--- src/rtl/qmix_pkg.sv ---
package qmix_pkg;
   function automatic int qmax(input int x, input int y);
      return (x > y) ? x : y;
   endfunction
endpackage

--- src/rtl/qmix_align.sv ---
module qmix_align #(
   parameter int IN_INT   = 2,
   parameter int IN_FRAC  = 2,
   parameter int OUT_INT  = 3,
   parameter int OUT_FRAC = 3,
   localparam int IN_W    = IN_INT + IN_FRAC,
   localparam int OUT_W   = OUT_INT + OUT_FRAC
) (
   input  logic [IN_W-1:0]  din,
   output logic [OUT_W-1:0] dout
);
   localparam int INT_PAD  = OUT_INT - IN_INT;
   localparam int FRAC_PAD = OUT_FRAC - IN_FRAC;
   localparam int EXT_W    = IN_W + INT_PAD;

   if (INT_PAD < 0) begin : g_bad_int
      $error("qmix_align: output integer part narrower than input");
   end
   if (FRAC_PAD < 0) begin : g_bad_frac
      $error("qmix_align: output fraction narrower than input");
   end

   logic [EXT_W-1:0] ext;

   if (INT_PAD > 0) begin : g_sext
      assign ext = {{INT_PAD{din[IN_W-1]}}, din};
   end else begin : g_no_sext
      assign ext = din;
   end

   if (FRAC_PAD > 0) begin : g_pad
      assign dout = {ext, {FRAC_PAD{1'b0}}};
   end else begin : g_no_pad
      assign dout = ext;
   end
endmodule

--- src/rtl/qmix_add_core.sv ---
module qmix_add_core #(
   parameter int W       = 6,
   parameter bit NO_OVF  = 1'b0
) (
   input  logic [W-1:0] a,
   input  logic [W-1:0] b,
   output logic [W-1:0] sum,
   output logic         ovf
);
   if (W < 2) begin : g_bad_w
      $error("qmix_add_core: width must be at least 2");
   end

   assign sum = a + b;

   if (NO_OVF) begin : g_wide
      assign ovf = 1'b0;
   end else begin : g_flag
      logic same_sign;
      assign same_sign = ~(a[W-1] ^ b[W-1]);
      assign ovf       = same_sign & (sum[W-1] ^ a[W-1]);
   end
endmodule

--- src/rtl/qmix_out_stage.sv ---
module qmix_out_stage #(
   parameter int W          = 6,
   parameter bit REGISTERED = 1'b1
) (
   input  logic         clk,
   input  logic         rst,
   input  logic         in_valid,
   input  logic [W-1:0] sum_d,
   input  logic         ovf_d,
   output logic         out_valid,
   output logic [W-1:0] sum_q,
   output logic         ovf_q
);
   if (REGISTERED) begin : g_reg
      always_ff @(posedge clk) begin
         if (rst) begin
            out_valid <= 1'b0;
            sum_q     <= '0;
            ovf_q     <= 1'b0;
         end else begin
            out_valid <= in_valid;
            if (in_valid) begin
               sum_q <= sum_d;
               ovf_q <= ovf_d;
            end
         end
      end
   end else begin : g_comb
      assign out_valid = in_valid;
      assign sum_q     = sum_d;
      assign ovf_q     = ovf_d;
   end
endmodule

--- src/rtl/qmix_adder.sv ---
module qmix_adder #(
   parameter int A_INT         = 2,
   parameter int A_FRAC        = 2,
   parameter int B_INT         = 3,
   parameter int B_FRAC        = 3,
   parameter bit EXTRA_INT_BIT = 1'b0,
   parameter bit REGISTERED    = 1'b1,
   localparam int A_W    = A_INT + A_FRAC,
   localparam int B_W    = B_INT + B_FRAC,
   localparam int R_INT  = qmix_pkg::qmax(A_INT, B_INT) + int'(EXTRA_INT_BIT),
   localparam int R_FRAC = qmix_pkg::qmax(A_FRAC, B_FRAC),
   localparam int R_W    = R_INT + R_FRAC
) (
   input  logic           clk,
   input  logic           rst,
   input  logic           in_valid,
   input  logic [A_W-1:0] a_in,
   input  logic [B_W-1:0] b_in,
   output logic           out_valid,
   output logic [R_W-1:0] sum_out,
   output logic           ovf_out
);
   if (A_INT < 1 || B_INT < 1) begin : g_bad_int
      $error("qmix_adder: each operand needs a sign bit");
   end
   if (A_FRAC < 0 || B_FRAC < 0) begin : g_bad_frac
      $error("qmix_adder: fraction widths must be non-negative");
   end

   logic [R_W-1:0] a_al;
   logic [R_W-1:0] b_al;
   logic [R_W-1:0] sum_c;
   logic           ovf_c;

   qmix_align #(
      .IN_INT  (A_INT),
      .IN_FRAC (A_FRAC),
      .OUT_INT (R_INT),
      .OUT_FRAC(R_FRAC)
   ) u_align_a (
      .din (a_in),
      .dout(a_al)
   );

   qmix_align #(
      .IN_INT  (B_INT),
      .IN_FRAC (B_FRAC),
      .OUT_INT (R_INT),
      .OUT_FRAC(R_FRAC)
   ) u_align_b (
      .din (b_in),
      .dout(b_al)
   );

   qmix_add_core #(
      .W     (R_W),
      .NO_OVF(EXTRA_INT_BIT)
   ) u_core (
      .a  (a_al),
      .b  (b_al),
      .sum(sum_c),
      .ovf(ovf_c)
   );

   qmix_out_stage #(
      .W         (R_W),
      .REGISTERED(REGISTERED)
   ) u_out (
      .clk      (clk),
      .rst      (rst),
      .in_valid (in_valid),
      .sum_d    (sum_c),
      .ovf_d    (ovf_c),
      .out_valid(out_valid),
      .sum_q    (sum_out),
      .ovf_q    (ovf_out)
   );
endmodule

--- config.mk ---
export PLATFORM = sky130hd
export DESIGN_NAME = qmix_adder
export DESIGN_NICKNAME = d
export VERILOG_FILES = /design/src/rtl/qmix_pkg.sv /design/src/rtl/qmix_align.sv /design/src/rtl/qmix_add_core.sv /design/src/rtl/qmix_out_stage.sv /design/src/rtl/qmix_adder.sv
export SDC_FILE = /design/constraint.sdc
export NUM_CORES = 1
export LEC_CHECK = 0
export ABC_CLOCK_PERIOD_IN_PS = 1850
export CAP_MARGIN = 25
export CELL_PAD_IN_SITES_DETAIL_PLACEMENT = 0
export CELL_PAD_IN_SITES_GLOBAL_PLACEMENT = 1
export CORE_UTILIZATION = 27
export CTS_CLUSTER_DIAMETER = 30
export DETAILED_ROUTE_END_ITERATION = 7
export HOLD_SLACK_MARGIN = 0.12
export PLACE_DENSITY_LB_ADDON = 0.25
export SYNTH_ARGS = -nofsm -noshare
export SYNTH_HDL_FRONTEND = slang
export SYNTH_SLANG_ARGS = --single-unit
--- constraint.sdc ---
create_clock -name clk -period 1.85 [get_ports clk]
set_input_delay 0.37 -clock clk [delete_from_list [all_inputs] [get_ports clk]]
set_output_delay 0.37 -clock clk [all_outputs]
set_load 0.01 [all_outputs]
Word level (Yosys, flattened, before mapping) --
Index checks and enable logic that the tools add are counted.
Word-level totals: bits in registers 8, input bits 13
Cells by class: bitwise gates (word level) 4, add/subtract/negate cells 1
Operator list (count):
- 6-bit adder | 1
- 1-bit bitwise XOR | 2
- 1-bit AND | 1
- 1-bit NOT | 1

Depth between registers and ports, before layout --
depth in word-level cells 3, gate-level depth with buffers 7, gate-level depth less buffers 7

Modules after synthesis --
From an unflattened synthesis, not the netlist that was laid out.
Second synthesis, totals: cells, all modules 61, area, all modules 580.6 µm²
Modules (own cells, without submodules):
- qmix_out_stage | area each 277.8 µm², cells an instance 25, seq. area each 160.2 µm², times used 1
- qmix_add_core | area each 209.0 µm², cells an instance 23, seq. area each 0.0 µm², times used 1
- qmix_align at u_align_a | area each 48.8 µm², cells an instance 7, seq. area each 0.0 µm², times used 1
- qmix_align at u_align_b | area each 45.0 µm², cells an instance 6, seq. area each 0.0 µm², times used 1

Worst setup path before layout --
OpenSTA, ideal clock, no wires.
kind input port to flip-flop, from in a_in[0], to reg u_out.ovf_q, arrival time 1.555 ns, required time 1.716 ns, path slack 0.161 ns, stages 7, cells stage by stage ha_1 -> inv_1 -> fa_1 -> nand2b_1 -> a21oi_2 -> mux2i_1 -> a211oi_2
On the way: longest elaborated chain between the ends 3
Ends and longest elaborated chain:
- start, declared | line qmix_adder.sv:17 | input logic [A_W-1:0] a_in,
- 6-bit adder | line qmix_add_core.sv:14 | assign sum = a + b;
- 1-bit bitwise XOR | line qmix_add_core.sv:21 | assign ovf = same_sign & (sum[W-1] ^ a[W-1]);
- 1-bit AND | line qmix_add_core.sv:21
- end signal, assigned | line qmix_out_stage.sv:24 | ovf_q <= ovf_d;
- end, declared | line qmix_out_stage.sv:12 | output logic ovf_q
No other way between the ends. A chain may end at the register's enable or synchronous reset.

Worst setup path after layout --
from in a_in[1], to reg u_out.ovf_q
Same word-level chain as after synthesis.

==> flow_metrics.env <==
export IMPL_grt_overflow=0
export IMPL_routed_wl_mm=1.019
export IMPL_crit_reg2reg_capture="u_out.sum_q[2]$_SDFFE_PP0P_"
export IMPL_setup_viol=0
export IMPL_antenna_found_initial=0
export IMPL_swShare_pct=26.91
export IMPL_vias_per_cell=4.638
export IMPL_power_density_nw_per_um2=642.0
export IMPL_die_h_um=43.02
export IMPL_cpMaxStageDelayCell="clkdlybuf4s50_1"
export IMPL_fin_crit_sh_pct=96.64
export IMPL_end_kind="register"
export IMPL_core_area_um2=1541
export IMPL_timing_critical_path_fanout_max=2
export IMPL_cp_data_arrival_time_ns=1.93
export IMPL_p_switching_uw=128.6
export IMPL_yosys_warnings=0
export IMPL_synthArstFlopShare_pct=0
export IMPL_synth_top_area_share_pct=35.26
export IMPL_syn2layout_area_growth_pct=63.91
export IMPL_fmax_mhz=559.3
export IMPL_clock_sinks=8
export IMPL_die_w_um=43.02
export IMPL_drv_slew=0
export IMPL_min_period_ns=1.788
export IMPL_cp_start_kind="input port"
export IMPL_route_detailed_drc=0
export IMPL_gp_congestion=0.6927
export IMPL_synth_seq_cells=8
export IMPL_timing_rr_start="u_out.sum_q[2]$_SDFFE_PP0P_"
export IMPL_nets=98
export IMPL_tns_ns=0
export IMPL_intPower_uw=349.4
export IMPL_worstSetupPathType="in2reg"
export IMPL_first_iter_violations=6
export IMPL_clkPwrFrac_pct=27.7
export IMPL_antenna_cells=0
export IMPL_port_buffers=20
export IMPL_numCtsBuffers=3
export IMPL_outcome="completed"
export IMPL_grt_max_degree=10
export IMPL_first_global_vias=425
export IMPL_cts_htree_levels=1
export IMPL_path_clk_slew_ns=0.05
export IMPL_avgSynthCellArea_um2=8.906
export IMPL_synth_edf_count=0
export IMPL_placementRows=14
export IMPL_hold_class="reg2reg"
export IMPL_worstPathRequired_ns=1.99
export IMPL_synth_common_cells="nor2_1, dfxtp_1, ha_1"
export IMPL_path_cells="clkdlybuf4s50_1 -> inv_1 -> fa_2 -> nand2b_4 -> a21oi_4 -> mux2i_1 -> a211oi_2"
export IMPL_fin_ws_ns=0.06209
export IMPL_synth_nets=69
export IMPL_start_util_pct=29.46
export IMPL_hold_viol_final=0
export IMPL_comb_power_share_pct=32.0
export IMPL_cts_tree="yes"
export IMPL_crit_end="u_out.ovf_q$_SDFFE_PP0P_"
export IMPL_drive_gt1_share_pct=21.79
export IMPL_rsz0062_at_grt="false"
export IMPL_critPathMaxStageDelay_ns=0.49
export IMPL_io_pins=21
export IMPL_dieArea_um2=1850
export IMPL_clock_path_buffers=2
export IMPL_dp_slack_ns=-0.3413
export IMPL_detail_route_first_pass_iterations=4
export IMPL_skew_ns=0
export IMPL_clkLatencyLatePin_ns=0.25
export IMPL_reg2regPathDepth=2
export IMPL_drv_cap=0
export IMPL_grt_pass1_wl_mm=1.738
export IMPL_antenna_left=0
export IMPL_dp_final_hpwl_um=752.6
export IMPL_worst_ir_drop_vdd_uv=400.9
export IMPL_synth_cell_types=22
export IMPL_detail_route_wl_per_cell_um=10.84
export IMPL_seq_area_frac_synth_pct=35.26
export IMPL_cts_hold_buf=0
export IMPL_slew_headroom_pct=79.32
export IMPL_cp_startpoint="a_in[1]"
export IMPL_r2r_setup_slack_ns=1.21
export IMPL_num_vias=436
export IMPL_leakagePower_nw=0.3151
export IMPL_worst_slew_pin_slew_ns=0.3094
export IMPL_syn_area_um2=454.2
export IMPL_yosysMostFrequentCell="nor2_1"
export IMPL_ys_top_cells_by_area="dfxtp_1, ha_1, nor2_1, mux2i_1, a211oi_2"
export IMPL_synth_ff_type="dfxtp_1"
export IMPL_track_usage_pct=12.94
export IMPL_syn_inst=51
export IMPL_yosys_area_top_type="dfxtp_1"
export IMPL_power_share_sequential_pct=40.4
export IMPL_cts_root_buf="clkbuf_4"
worst min path at each step:
stage,from,endpoint,depth (start not counted)
detailed placement,u_out.sum_q[4]$_SDFFE_PP0P_,u_out.sum_q[4]$_SDFFE_PP0P_,2
floorplan,u_out.sum_q[4]$_SDFFE_PP0P_,u_out.sum_q[4]$_SDFFE_PP0P_,2
CTS,u_out.sum_q[4]$_SDFFE_PP0P_,u_out.sum_q[4]$_SDFFE_PP0P_,2
global placement,u_out.sum_q[4]$_SDFFE_PP0P_,u_out.sum_q[4]$_SDFFE_PP0P_,2
finish,u_out.sum_q[4]$_SDFFE_PP0P_,u_out.sum_q[4]$_SDFFE_PP0P_,2
global route,u_out.sum_q[4]$_SDFFE_PP0P_,u_out.sum_q[4]$_SDFFE_PP0P_,2
through the flow:
step | utilization, % | hold slack, ns | cell area, um^2 | total power [mW] | instances
detailed placement | 45.21 | 0.4554 | 696.9 | 0.3404 | 90
CTS | 48.30 | 0.4631 | 744.5 | 0.4859 | 94
global placement | 45.21 | 0.4549 | 696.9 | 0.3399 | 90
global route | 48.30 | 0.4846 | 744.5 | 0.5112 | 94
finish | 48.30 | 0.4742 | 744.5 | 0.4780 | 94
floorplan | - | 0.4802 | 454.2 | 0.2672 | 51
power groups by stage:
stage	Clock [mW]	Combinational (mW)	Sequential (mW)
2_1_floorplan	0	0.0638	0.203
3_3_place_gp	0	0.143	0.196
3_5_place_dp	0	0.144	0.196
4_1_cts	0.140	0.153	0.193
5_1_grt	0.147	0.169	0.194
6_report	0.132	0.153	0.193
layer usage:
metal	vias up	share of wire (%)	global-route usage, %	wire (um)
met5	-	0	0	0
met4	0	0.88	3.636	9
li1	227	-	-	-
met1	191	45	15.63	463
met3	2	9.3	8.511	95
met2	16	44	18.79	451
timing repair:
item / in CTS / in global routing
setup endpoints to repair: 2 / 0
buffers inserted: 1 / 0
resized for setup: 7 / 0
critical path: cells and delay by family:
family | cells | cell delay (ns)
AO/OA/AOI/OAI | 2 | 0.25
multiplexers | 1 | 0.22
buffers and inverters | 2 | 0.56
AND/OR/NAND/NOR | 1 | 0.15
adder cells (fa/ha/maj) | 1 | 0.38
cell usage in the layout (no fill, tap or decap), types with 3 or more instances in the layout:
cell type and count:
mux2i_1 3, ha_1 3, nor2_1 13, buf_4 6, clkdlybuf4s50_1 18, clkbuf_4 3
dfxtp_1 8
state kept, by name, indices dropped and copies added, names as in the netlist:
signal	count
u_out.sum_q	6
u_out.ovf_q	1
u_out.out_valid	1
cell type report:
cell class              instances  area, um^2
inverters                       4       15.01
multi-input cells              37       284.0
clock buffers                   3       22.52
flip-flops and latches          8       160.2
repair buffers                 26       242.7
fillers                       152       797.0
well taps                      16       20.02
cell families (layout without fill, tap and decap cells):
| family | Yosys count | count (layout) | synth area share, % |
|---|---|---|---|
| xor gates and xnor gates | 2 | 2 | 3.857 |
| AOI/OAI and AO/OA | 9 | 9 | 15.98 |
| muxes | 3 | 3 | 6.612 |
| buffers and inverters | 6 | 33 | 6.610 |
| DFF | 8 | 8 | 35.26 |
| and+or+nand+nor | 18 | 18 | 16.26 |
| adders and majority gates | 5 | 5 | 15.43 |
Power figures use the tool's default switching activity.
